===== src/rtl/pcm_lvl_pkg.sv =====
`timescale 1ns/1ps
package pcm_lvl_pkg;
  localparam int SAMP_W = 14;
  localparam int WIDE_W = SAMP_W + 3;

  typedef logic signed [SAMP_W-1:0] samp_t;
  typedef logic signed [WIDE_W-1:0] wide_t;
  typedef logic        [SAMP_W-1:0] mag_t;

  typedef enum logic [1:0] {
    RM_OFF = 2'b00,
    RM_GC  = 2'b01,
    RM_BAD = 2'b10,
    RM_LR  = 2'b11
  } rmode_e;

  localparam samp_t SMAX = samp_t'((1 << (SAMP_W-1)) - 1);
  localparam samp_t SMIN = samp_t'(-(1 << (SAMP_W-1)));

  // left shift by 0..3 with clamping to the sample range
  function automatic samp_t sat_shl(input samp_t x, input logic [1:0] n);
    wide_t w;
    w = wide_t'(x) <<< n;
    if (w > wide_t'(SMAX))      return SMAX;
    else if (w < wide_t'(SMIN)) return SMIN;
    return samp_t'(w);
  endfunction

  function automatic mag_t absv(input samp_t x);
    return x[SAMP_W-1] ? mag_t'(-x) : mag_t'(x);
  endfunction

  // 6 dB step count of a two-bit level code; the spare code means no step
  function automatic logic [1:0] step_of(input logic [1:0] code);
    return (code == 2'b11) ? 2'd0 : code;
  endfunction
endpackage


===== src/rtl/pcm_lvl_env.sv =====
`timescale 1ns/1ps
module pcm_lvl_env
  import pcm_lvl_pkg::*;
#(
  parameter int DECAY_SH = 3
) (
  input  logic clk,
  input  logic rst_n,
  input  logic upd,
  input  mag_t mag,
  output mag_t env_nx
);
  mag_t env_q, env_d, decayed;

  always_comb begin
    decayed = env_q - (env_q >> DECAY_SH);
    env_nx  = (mag > decayed) ? mag : decayed;
    env_d   = upd ? env_nx : env_q;
  end

  always_ff @(posedge clk or negedge rst_n) begin
    if (!rst_n) env_q <= '0;
    else        env_q <= env_d;
  end


  env_decay_chk: assert property (@(posedge clk) disable iff (!rst_n)
    $past(upd) |-> env_q >= $past(env_q) - ($past(env_q) >> DECAY_SH));
endmodule


===== src/rtl/pcm_lvl_rpath.sv =====
`timescale 1ns/1ps
module pcm_lvl_rpath
  import pcm_lvl_pkg::*;
#(
  parameter int GC_LO = 566,
  parameter int GC_HI = 1510
) (
  input  samp_t  r_in,
  input  rmode_e mode,
  input  mag_t   env,
  input  logic   att_on,
  output samp_t  r_out
);
  localparam mag_t  LO_M = mag_t'(GC_LO);
  localparam mag_t  HI_M = mag_t'(GC_HI);
  localparam samp_t LO_P = samp_t'(GC_LO);
  localparam samp_t LO_N = samp_t'(-GC_LO);

  samp_t gc_y, lv;
  wide_t w3, wr;

  // soft controller: pass, clamp in the band, x0.375 above it
  always_comb begin
    w3 = (wide_t'(r_in) <<< 1) + wide_t'(r_in) + wide_t'(4);
    wr = w3 >>> 3;
    if (env <= LO_M)      gc_y = r_in;
    else if (env <= HI_M) gc_y = (r_in > LO_P) ? LO_P : ((r_in < LO_N) ? LO_N : r_in);
    else                  gc_y = samp_t'(wr);
  end

  always_comb begin
    unique case (mode)
      RM_LR:   lv = sat_shl(r_in >>> 1, 2'd1);
      RM_GC:   lv = gc_y;
      default: lv = r_in;
    endcase
    r_out = att_on ? (lv >>> 1) : lv;
  end
endmodule


===== src/rtl/pcm_lvl_spath.sv =====
`timescale 1ns/1ps
module pcm_lvl_spath
  import pcm_lvl_pkg::*;
#(
  parameter int CLIP_TH = 11
) (
  input  samp_t      s_in,
  input  logic [1:0] att_sel,
  input  logic [1:0] gain_sel,
  input  logic       lr_on,
  input  logic       att_on,
  input  logic       clip_on,
  output samp_t      s_out
);
  samp_t a_stg, p_stg, b_stg;

  always_comb begin
    a_stg = s_in >>> step_of(att_sel);
    p_stg = lr_on ? sat_shl(a_stg >>> 1, 2'd1) : a_stg;
    b_stg = sat_shl(p_stg, step_of(gain_sel));
    if (att_on) b_stg = b_stg >>> 1;
  end

  generate
    if (CLIP_TH > 0) begin : g_clip
      localparam mag_t TH_M = mag_t'(CLIP_TH);
      always_comb s_out = (clip_on && (absv(b_stg) < TH_M)) ? samp_t'(1) : b_stg;
    end else begin : g_noclip
      assign s_out = b_stg;
    end
  endgenerate
endmodule


===== src/rtl/pcm_level_proc.sv =====
`timescale 1ns/1ps
module pcm_level_proc
  import pcm_lvl_pkg::*;
#(
  parameter int DECAY_SH = 3,
  parameter int GC_LO    = 566,
  parameter int GC_HI    = 1510,
  parameter int CLIP_TH  = 11
) (
  input  logic        clk,
  input  logic        rst_n,
  input  logic        frame_stb,
  input  logic [13:0] r_in,
  input  logic [13:0] s_in,
  input  logic [1:0]  s_att_sel,
  input  logic [1:0]  s_gain_sel,
  input  logic [1:0]  r_lvl_mode,
  input  logic        att_en,
  input  logic        clip_en,
  input  logic        r_act,
  input  logic        s_act,
  output logic [13:0] r_out,
  output logic [13:0] s_out,
  output logic        out_vld
);
  localparam mag_t LO_M = mag_t'(GC_LO);
  localparam mag_t HI_M = mag_t'(GC_HI);
  localparam mag_t TH_M = mag_t'(CLIP_TH);

  samp_t      r_q, r_d, s_q, s_d;
  logic [1:0] sa_q, sa_d, sg_q, sg_d;
  rmode_e     mode_q, mode_d;
  logic       att_en_q, att_en_d, clip_q, clip_d;
  logic       r_act_q, r_act_d, s_act_q, s_act_d;
  logic       vld_q, vld_d;
  samp_t      r_res, s_res, r_o_q, r_o_d, s_o_q, s_o_d;
  logic       ov_q, ov_d;
  logic       att_on_s, att_on_r;
  mag_t       env_nx;

  // capture stage: next state
  always_comb begin
    r_d = r_q;  s_d = s_q;  sa_d = sa_q;  sg_d = sg_q;  mode_d = mode_q;
    att_en_d = att_en_q;  clip_d = clip_q;  r_act_d = r_act_q;  s_act_d = s_act_q;
    vld_d = frame_stb;
    if (frame_stb) begin
      r_d      = samp_t'(r_in);
      s_d      = samp_t'(s_in);
      sa_d     = s_att_sel;
      sg_d     = s_gain_sel;
      mode_d   = rmode_e'(r_lvl_mode);
      att_en_d = att_en;
      clip_d   = clip_en;
      r_act_d  = r_act;
      s_act_d  = s_act;
    end
  end

  always_ff @(posedge clk or negedge rst_n) begin
    if (!rst_n) begin
      r_q <= '0;  s_q <= '0;  sa_q <= '0;  sg_q <= '0;  mode_q <= RM_OFF;
      att_en_q <= 1'b0;  clip_q <= 1'b0;  r_act_q <= 1'b0;  s_act_q <= 1'b0;
      vld_q <= 1'b0;
    end else begin
      r_q <= r_d;  s_q <= s_d;  sa_q <= sa_d;  sg_q <= sg_d;  mode_q <= mode_d;
      att_en_q <= att_en_d;  clip_q <= clip_d;  r_act_q <= r_act_d;  s_act_q <= s_act_d;
      vld_q <= vld_d;
    end
  end

  // steering of the single anti-howling stage
  always_comb begin
    att_on_s = att_en_q & r_act_q & ~s_act_q;
    att_on_r = att_en_q & ~(r_act_q & ~s_act_q);
  end

  pcm_lvl_env #(.DECAY_SH(DECAY_SH)) env_i (
    .clk(clk), .rst_n(rst_n), .upd(vld_q), .mag(absv(r_q)), .env_nx(env_nx)
  );

  pcm_lvl_rpath #(.GC_LO(GC_LO), .GC_HI(GC_HI)) rpath_i (
    .r_in(r_q), .mode(mode_q), .env(env_nx), .att_on(att_on_r), .r_out(r_res)
  );

  pcm_lvl_spath #(.CLIP_TH(CLIP_TH)) spath_i (
    .s_in(s_q), .att_sel(sa_q), .gain_sel(sg_q), .lr_on(mode_q == RM_LR),
    .att_on(att_on_s), .clip_on(clip_q), .s_out(s_res)
  );

  // output stage: next state
  always_comb begin
    r_o_d = vld_q ? r_res : r_o_q;
    s_o_d = vld_q ? s_res : s_o_q;
    ov_d  = vld_q;
  end

  always_ff @(posedge clk or negedge rst_n) begin
    if (!rst_n) begin
      r_o_q <= '0;  s_o_q <= '0;  ov_q <= 1'b0;
    end else begin
      r_o_q <= r_o_d;  s_o_q <= s_o_d;  ov_q <= ov_d;
    end
  end

  assign r_out   = r_o_q;
  assign s_out   = s_o_q;
  assign out_vld = ov_q;


  att_one_chk: assert property (@(posedge clk) disable iff (!rst_n)
    (vld_q && att_en_q) |-> $onehot({att_on_s, att_on_r}));

  att_none_chk: assert property (@(posedge clk) disable iff (!rst_n)
    (vld_q && !att_en_q) |-> (!att_on_s && !att_on_r));

  vld_follow_chk: assert property (@(posedge clk) disable iff (!rst_n)
    $rose(out_vld) |-> $past(frame_stb, 2));

  lr_pair_chk: assert property (@(posedge clk) disable iff (!rst_n)
    (vld_q && mode_q == RM_LR && !att_on_r) |=> (r_out == {$past(r_q[SAMP_W-1:1]), 1'b0}));

  gc_band_chk: assert property (@(posedge clk) disable iff (!rst_n)
    (vld_q && mode_q == RM_GC && env_nx > LO_M && env_nx <= HI_M) |=> (absv(samp_t'(r_out)) <= LO_M));

  clip_floor_chk: assert property (@(posedge clk) disable iff (!rst_n)
    (out_vld && $past(clip_q)) |-> (absv(samp_t'(s_out)) >= TH_M || s_out == 14'd1));
endmodule


===== config.mk =====
export PLATFORM = sky130hd
export DESIGN_NAME = pcm_level_proc
export DESIGN_NICKNAME = d
export VERILOG_FILES = /design/src/rtl/pcm_lvl_pkg.sv /design/src/rtl/pcm_lvl_env.sv /design/src/rtl/pcm_lvl_rpath.sv /design/src/rtl/pcm_lvl_spath.sv /design/src/rtl/pcm_level_proc.sv
export SDC_FILE = /design/constraint.sdc
export NUM_CORES = 1
export LEC_CHECK = 0
export BUFFER_PORTS_ARGS = -buffer_cell sky130_fd_sc_hd__buf_4
export CORE_MARGIN = 1.5
export CORE_UTILIZATION = 25
export CTS_CLUSTER_DIAMETER = 40
export CTS_CLUSTER_SIZE = 28
export DETAILED_ROUTE_END_ITERATION = 6
export PLACE_DENSITY_LB_ADDON = 0.1
export SLEW_MARGIN = 20
export SYNTH_ARGS = -nofsm -noshare
export SYNTH_HDL_FRONTEND = slang
export SYNTH_HIERARCHICAL = 1
export SYNTH_SLANG_ARGS = --single-unit

===== constraint.sdc =====
create_clock -name clk -period 15.45 [get_ports clk]
set_clock_uncertainty 0.15 [all_clocks]
set_input_delay 1.545 -clock clk [delete_from_list [all_inputs] [get_ports clk]]
set_output_delay 1.545 -clock clk [all_outputs]
set_load 0.05 [all_outputs]

; ---- Word level (Yosys, flattened, before mapping)
; Cells that the tools add are included.
[totals]
regBits = 82
latchBits = 0
mem_bits_rw = 0
rom_bits = 0
inputBits = 41
out_inout_bits = 29
wordCells = 74
n_memories = 0
[op_classes]
n_addsub = 5
n_mul = 0
div_mod_pow = 0
n_lt_le_gt_ge = 12
n_eq_ne = 4
n_shift = 2
n_mux = 30
bitwise_logic = 6
n_reduce_logical = 1
[ops]
columns = operator, n
row1 = $mux W14, 18
row2 = $gt A14 B14 Y1 const B, 2
row3 = $lt A14 B14 Y1 const B, 2
row4 = $neg A14 Y14, 2
row5 = $pmux W14 S2, 1
row6 = $mux W13, 2
row7 = $add A17 B4 Y17 const B, 1
row8 = $gt A17 B14 Y1 const B, 1
row9 = $lt A17 B14 Y1 const B, 1
row10 = $sshl A14 B2 Y17, 1
row11 = $add A15 B14 Y16, 1
row12 = $gt A14 B11 Y1 const B, 1
row13 = $gt A14 B14 Y1, 1
row14 = $le A14 B10 Y1 const B, 1
row15 = $le A14 B11 Y1 const B, 1
row16 = $lt A14 B11 Y1 const B, 1
row17 = $lt A14 B4 Y1 const B, 1
row18 = $sshr A14 B2 Y14, 1
row19 = $sub A14 B11 Y14, 1
row20 = $mux W1, 7
row21 = $eq A2 B2 Y1 const B, 3
row22 = $and A1 B1 Y1, 4
row23 = $mux W2, 2
row24 = $eq A2 B1 Y1 const B, 1
row25 = other kinds (2), 3

; ---- Longest topological paths before layout
[depth]
word_depth = 19
depth_mapped = 27
depth_no_buf = 24

; ---- Hierarchy
; The synthesis kept the hierarchy.
[by_module_without_submodules]
columns = module, n_inst, cells_per_inst, area_each_um2, seq_area_each_um2
row1 = pcm_level_proc, 1, 185, 2763.9, 1701.6
row2 = pcm_lvl_spath, 1, 299, 2120.8, 0.0
row3 = pcm_lvl_env, 1, 200, 1736.7, 350.3
row4 = pcm_lvl_rpath, 1, 218, 1620.3, 0.0

; ---- Worst setup path before layout
; Ideal clock, no wire load.
[synth_timing]
path_kind = register to register
from = reg env_i.env_q[0]
to = reg r_o_q[9], in the netlist r_out[9]
setup_time_ns = 0.125
arrival_time_ns = 5.462
required_ns = 15.175
path_slack_ns = 9.714
stages_incl_launch_ff = 28
path_buffers = 3
period_less_slack_ns = 5.736
cell_sequence = dfrtp_1 > inv_1 > ha_1 > inv_1 > fa_1 > a21o_1 > a221oi_4 > a2111oi_2 > a2111oi_4 > xnor2_1 > ha_1 > nand4_1 > nor3_1 > o31ai_1 > a22oi_2 > buf_2 > buf_4 > nand2_1 > nand2_1 > a311oi_1 > o31a_2 > or3_1 > buf_6 > nor4_2 > mux2i_1 > o2111ai_1 > mux2i_1 > mux2_2
[synth_between]
elab_chain_len = 8
word_cells_on_any_way = 9
classes_between = 1 x add/sub / 3 x order compare / 5 x mux
[synth_rtl]
columns = element, line_no
row1 = start: declaration, pcm_lvl_env.sv:13  ; mag_t env_q, env_d, decayed;
row2 = start signal: assignment, pcm_lvl_env.sv:23  ; else env_q <= env_d;
row3 = $sub A14 B11 Y14 (*), pcm_lvl_env.sv:16  ; decayed = env_q - (env_q >> DECAY_SH);
row4 = $gt A14 B14 Y1, pcm_lvl_env.sv:17  ; env_nx = (mag > decayed) ? mag : decayed;
row5 = $mux W14 (*), pcm_lvl_env.sv:17
row6 = named net env_nx[0], pcm_level_proc.sv:39  ; mag_t env_nx;
row7 = $le A14 B11 Y1, pcm_lvl_rpath.sv:27  ; else if (env <= HI_M) gc_y = (r_in > LO_P) ? LO_P : ((r_in < LO_N) ? LO_N : r_in);
row8 = $mux W14, pcm_lvl_rpath.sv:27
row9 = $mux W14 (*), pcm_lvl_rpath.sv:26  ; if (env <= LO_M) gc_y = r_in;
row10 = $pmux W14 S2 (*), pcm_lvl_rpath.sv:32  ; unique case (mode)
row11 = $mux W13 (*), pcm_lvl_rpath.sv:37  ; r_out = att_on ? (lv >>> 1) : lv;
row12 = named net r_res[9], pcm_level_proc.sv:36  ; samp_t r_res, s_res, r_o_q, r_o_d, s_o_q, s_o_d;
row13 = end signal: assignment, pcm_level_proc.sv:101  ; r_o_q <= r_o_d; s_o_q <= s_o_d; ov_q <= ov_d;
row14 = end: declaration, pcm_level_proc.sv:36
; Mark *: on every way through the listed nets, which the timed path passes. The rest lies on a longest branch.
; A chain may end at the register's enable or synchronous reset.

; ---- Worst setup path in the final report
[layout_timing]
from = reg env_i.env_q[0]
to = reg r_o_q[6], in the netlist r_out[6]
; The elaborated chain is that of the path after synthesis.

==> results.toml <==
[status]
status = "complete, no violations"

[global_routing]
globalRouteOverflowTotal = 0
grt_start_max_net_pins = 60
first_pass_grt_wire_length_microns = 40810
grt_antenna_before_repair = 0
gr-usage-all-layers_pct = 15.22
vias_in_the_first_global_route = 7157

[yosys]
post_synth_xor_area_fraction_pct = 3.492
synth_nets = 1008
share_of_synthesized_cell_area_in_and_or_nand_and_nor_gates_pct = 14.70
post_synth_fa_ha_maj_area_fraction_pct = 10.05
syn_area_sq_mm = 0.008242
synth_compound_gate_area_share_pct = 25.28
synth.lib_cells_used.distinct = 103
synth-edff-count = 0
seq_area_frac_synth_pct = 24.90
main_combinational_cell_family_by_area_after_synthesis = "compound AO/OA/AOI/OAI gates"
synth_seq_cells = 82
synthMuxAreaShare_pct = 15.97
avgSynthCellArea_sq_um = 9.137
postSynth.asyncResetShare_pct = 100.0
synthesis.yosys.warnings = 6
synth_ff_type = "sky130_fd_sc_hd__dfrtp_1"
post_synth_inst_count = 902

[routing]
drc_errors = 0
detail-route-antenna-nets = 0
drt_first_iter_violations = 413
post_drt_wl_per_cell_microns = 17.94
routed_wl_microns = 25040
vias = 7094
detail_route.vias_per_cell = 5.082
detailedRoute.firstPassIterationCount = 5

[clock_network]
numCtsBuffers = 9
clkSinkCount = 82
cts-resized-gates = 0
clock_tree.htree_level_count = 3
clock_tree.root_cell = "sky130_fd_sc_hd__clkbuf_16"
cts_post_setup_buffers_inserted = 0
cts_tree = "built"
clock_latency_at_the_later_pin_of_the_worst_skew_pair_ns = 0.36
cts.path.max_buffers = 2
worst_setup_hold_path_clk_slew_ns = 0.07
ctsHoldBuffers = 0

[placed_design]
placement.cell_area_sq_mm = 0.009159
port_buffers = 69
gpl.final_weighted_congestion = 0.8130
post-dp-hpwl_microns = 19080

[timing]
maxSlewViolCount = 0
period_needed_ns = 6.377
fin_setup_tns_ns = 0
crit_share_post_route_pct = 41.27
hold_violations = 0
fmax_mhz = 156.8
rsz0062_at_grt = "no"
setup_viol = 0
max_slew.worst_pin.slew_ns = 0.7950
slew_headroom_pct = 47.00

[cells_and_area]
final_layout_size_suffix_gt1_share_pct = 23.58
final_cell_mix = "sky130_fd_sc_hd__mux2_2, sky130_fd_sc_hd__dfrtp_1, sky130_fd_sc_hd__buf_4"
nets_final = 1055
layout-area-overhead-vs-synth_pct = 14.92
n_antenna_cell = 0
stdcell_area_sq_mm = 0.009472

[pwr]
p_per_area_mw_per_mm2 = 224.2
vdd_drop_max_uv = 100.9
p_total_mw = 2.123
total_leakage_power_nw = 3.964

[floorplanning]
rows = 66
start_util_pct = 25.40
pin_count = 70
die-width_microns = 184.6
die_area_sq_mm = 0.03406
die_span_in_y_microns = 184.6
core_sq_mm = 0.03245

[hold_path]
hold_path.class = "reg2reg"
min_delay_path_depth = 1

[worst_setup_path]
end_kind = "register"
critical_path_peak_fanout = 14
worst-r2r-setup-slack_ns = 9.07
path_class = "reg2reg"
timing.critical_path.required_ns = 15.54
worst_setup_path_start_kind = "register"
worst-endpoint-arrival_ns = 6.47
reg2reg_depth = 24

[job]
max_cap_viol_count = 0
==> registers in the layout (all words and copies together) (netlist names), 2 cells and up <==
| name | cells |
|---|---|
| env_i/env_q | 14 |
| r_out | 14 |
| sg_q | 2 |
| sa_q | 2 |
| mode_q | 2 |
| s_q | 14 |
| r_q | 14 |
| s_out | 14 |
==> cells in the mapped netlist, types with 6 or more instances <==
library cell / count / area [sq um]
sky130_fd_sc_hd__nand2_1: 63 / 236.5
sky130_fd_sc_hd__o221ai_1: 11 / 96.34
sky130_fd_sc_hd__a31oi_1: 10 / 62.56
sky130_fd_sc_hd__nor3_1: 11 / 55.05
sky130_fd_sc_hd__a21oi_1: 52 / 260.3
sky130_fd_sc_hd__nand4_1: 13 / 81.33
sky130_fd_sc_hd__buf_2: 7 / 35.03
sky130_fd_sc_hd__nand3_1: 19 / 95.09
sky130_fd_sc_hd__nor2_1: 41 / 153.9
sky130_fd_sc_hd__clkbuf_1: 25 / 93.84
sky130_fd_sc_hd__dfrtp_1: 82 / 2052
sky130_fd_sc_hd__xnor2_1: 26 / 227.7
sky130_fd_sc_hd__o211ai_1: 12 / 90.09
sky130_fd_sc_hd__o22ai_1: 19 / 118.9
sky130_fd_sc_hd__nand2b_1: 18 / 112.6
sky130_fd_sc_hd__a21o_1: 10 / 75.07
sky130_fd_sc_hd__mux2i_1: 31 / 310.3
sky130_fd_sc_hd__and3_1: 6 / 37.54
sky130_fd_sc_hd__o21ai_0: 27 / 135.1
sky130_fd_sc_hd__inv_1: 61 / 229.0
sky130_fd_sc_hd__or3_1: 6 / 37.54
sky130_fd_sc_hd__o21a_1: 8 / 60.06
sky130_fd_sc_hd__a22oi_1: 6 / 45.04
sky130_fd_sc_hd__o2111ai_1: 6 / 52.55
sky130_fd_sc_hd__nor2b_1: 9 / 56.30
sky130_fd_sc_hd__a21boi_0: 7 / 52.55
sky130_fd_sc_hd__o31ai_1: 10 / 75.07
sky130_fd_sc_hd__ha_1: 63 / 788.3
sky130_fd_sc_hd__mux2_2: 81 / 912.1
==> cell type report <==
cell class	instances	area, sq um
repair buffers	79	596.8
flip-flops and latches	82	2053
clock buffers	9	225.2
well taps	442	553.0
inverters	64	240.2
clock inverters	7	76.32
fillers	3486	22980
multi-input cells	713	5727
==> where the power goes <==
| group | internal, mW | switching [mW] |
|---|---|---|
| combinational | 0.625 | 0.927 |
| clock | 0.127 | 0.100 |
| sequential | 0.281 | 0.0637 |
| total | 1.03 | 1.09 |
==> critical path: stages, from the launching register on <==
cell,delay [ns]
sky130_fd_sc_hd__dfrtp_1,0.38
sky130_fd_sc_hd__inv_1,0.06
sky130_fd_sc_hd__ha_1,0.15
sky130_fd_sc_hd__inv_1,0.05
sky130_fd_sc_hd__fa_1,0.40
sky130_fd_sc_hd__a21o_1,0.22
sky130_fd_sc_hd__a221oi_4,0.34
sky130_fd_sc_hd__a2111oi_2,0.14
sky130_fd_sc_hd__a2111oi_4,0.34
sky130_fd_sc_hd__xnor2_1,0.17
sky130_fd_sc_hd__ha_1,0.32
sky130_fd_sc_hd__nand4_1,0.12
sky130_fd_sc_hd__nor3_1,0.31
sky130_fd_sc_hd__o31ai_1,0.14
sky130_fd_sc_hd__a22oi_2,0.52
sky130_fd_sc_hd__buf_6,0.25
sky130_fd_sc_hd__mux2i_1,0.33
sky130_fd_sc_hd__o41ai_1,0.16
sky130_fd_sc_hd__o211a_1,0.21
sky130_fd_sc_hd__nor2_1,0.39
sky130_fd_sc_hd__nand4_1,0.40
sky130_fd_sc_hd__o221ai_1,0.23
sky130_fd_sc_hd__nand2_1,0.09
sky130_fd_sc_hd__o21a_1,0.11
sky130_fd_sc_hd__mux2_2,0.25
==> final timing paths <==
path | end | startpoint
worst max-delay path | r_out[6]$_DFFE_PN0P_ | env_i/env_q[0]$_DFFE_PN0P_
worst min-delay path | s_out[1]$_DFFE_PN0P_ | s_out[1]$_DFFE_PN0P_
worst max register to register | r_out[6]$_DFFE_PN0P_ | env_i/env_q[0]$_DFFE_PN0P_
worst min register to register | s_out[1]$_DFFE_PN0P_ | s_out[1]$_DFFE_PN0P_
max in group asynchronous | ov_d$_DFF_PN0_ | rst_n
min in group asynchronous | r_out[13]$_DFFE_PN0P_ | rst_n
==> through the flow <==
| step | worst slack (ns) | hold slack [ns] | instances | utilization (%) |
|---|---|---|---|---|
| final | 9.073 | 0.3636 | 1396 | 29.19 |
| after global routing | 8.487 | 0.3837 | 1396 | 29.19 |
| after detailed placement | 8.744 | 0.3486 | 1379 | 28.22 |
| after floorplan | 9.714 | 0.2204 | 902 | - |
| after CTS | 8.701 | 0.3685 | 1395 | 29.15 |
| after global placement | 8.873 | 0.3462 | 1379 | 28.22 |
==> kinds of logic (layout without fill, tap and decap cells) <==
| family | Yosys count | count (layout) |
|---|---|---|
| muxes | 117 | 117 |
| xor gates and xnor gates | 32 | 32 |
| AOI/OAI and AO/OA | 272 | 272 |
| and+or+nand+nor | 227 | 227 |
| buffers and inverters | 107 | 159 |
| adders and majority gates | 65 | 65 |
| DFF | 82 | 82 |
==> layer usage <==
metal	GRT usage (%)	vias up	wire (microns)
met5	0	-	0
met4	4.000	0	335
met3	3.063	16	1219
met2	21.55	144	10080
met1	22.97	3421	13410
li1	-	3513	-
No activity file was read; power rests on OpenSTA's default activity.
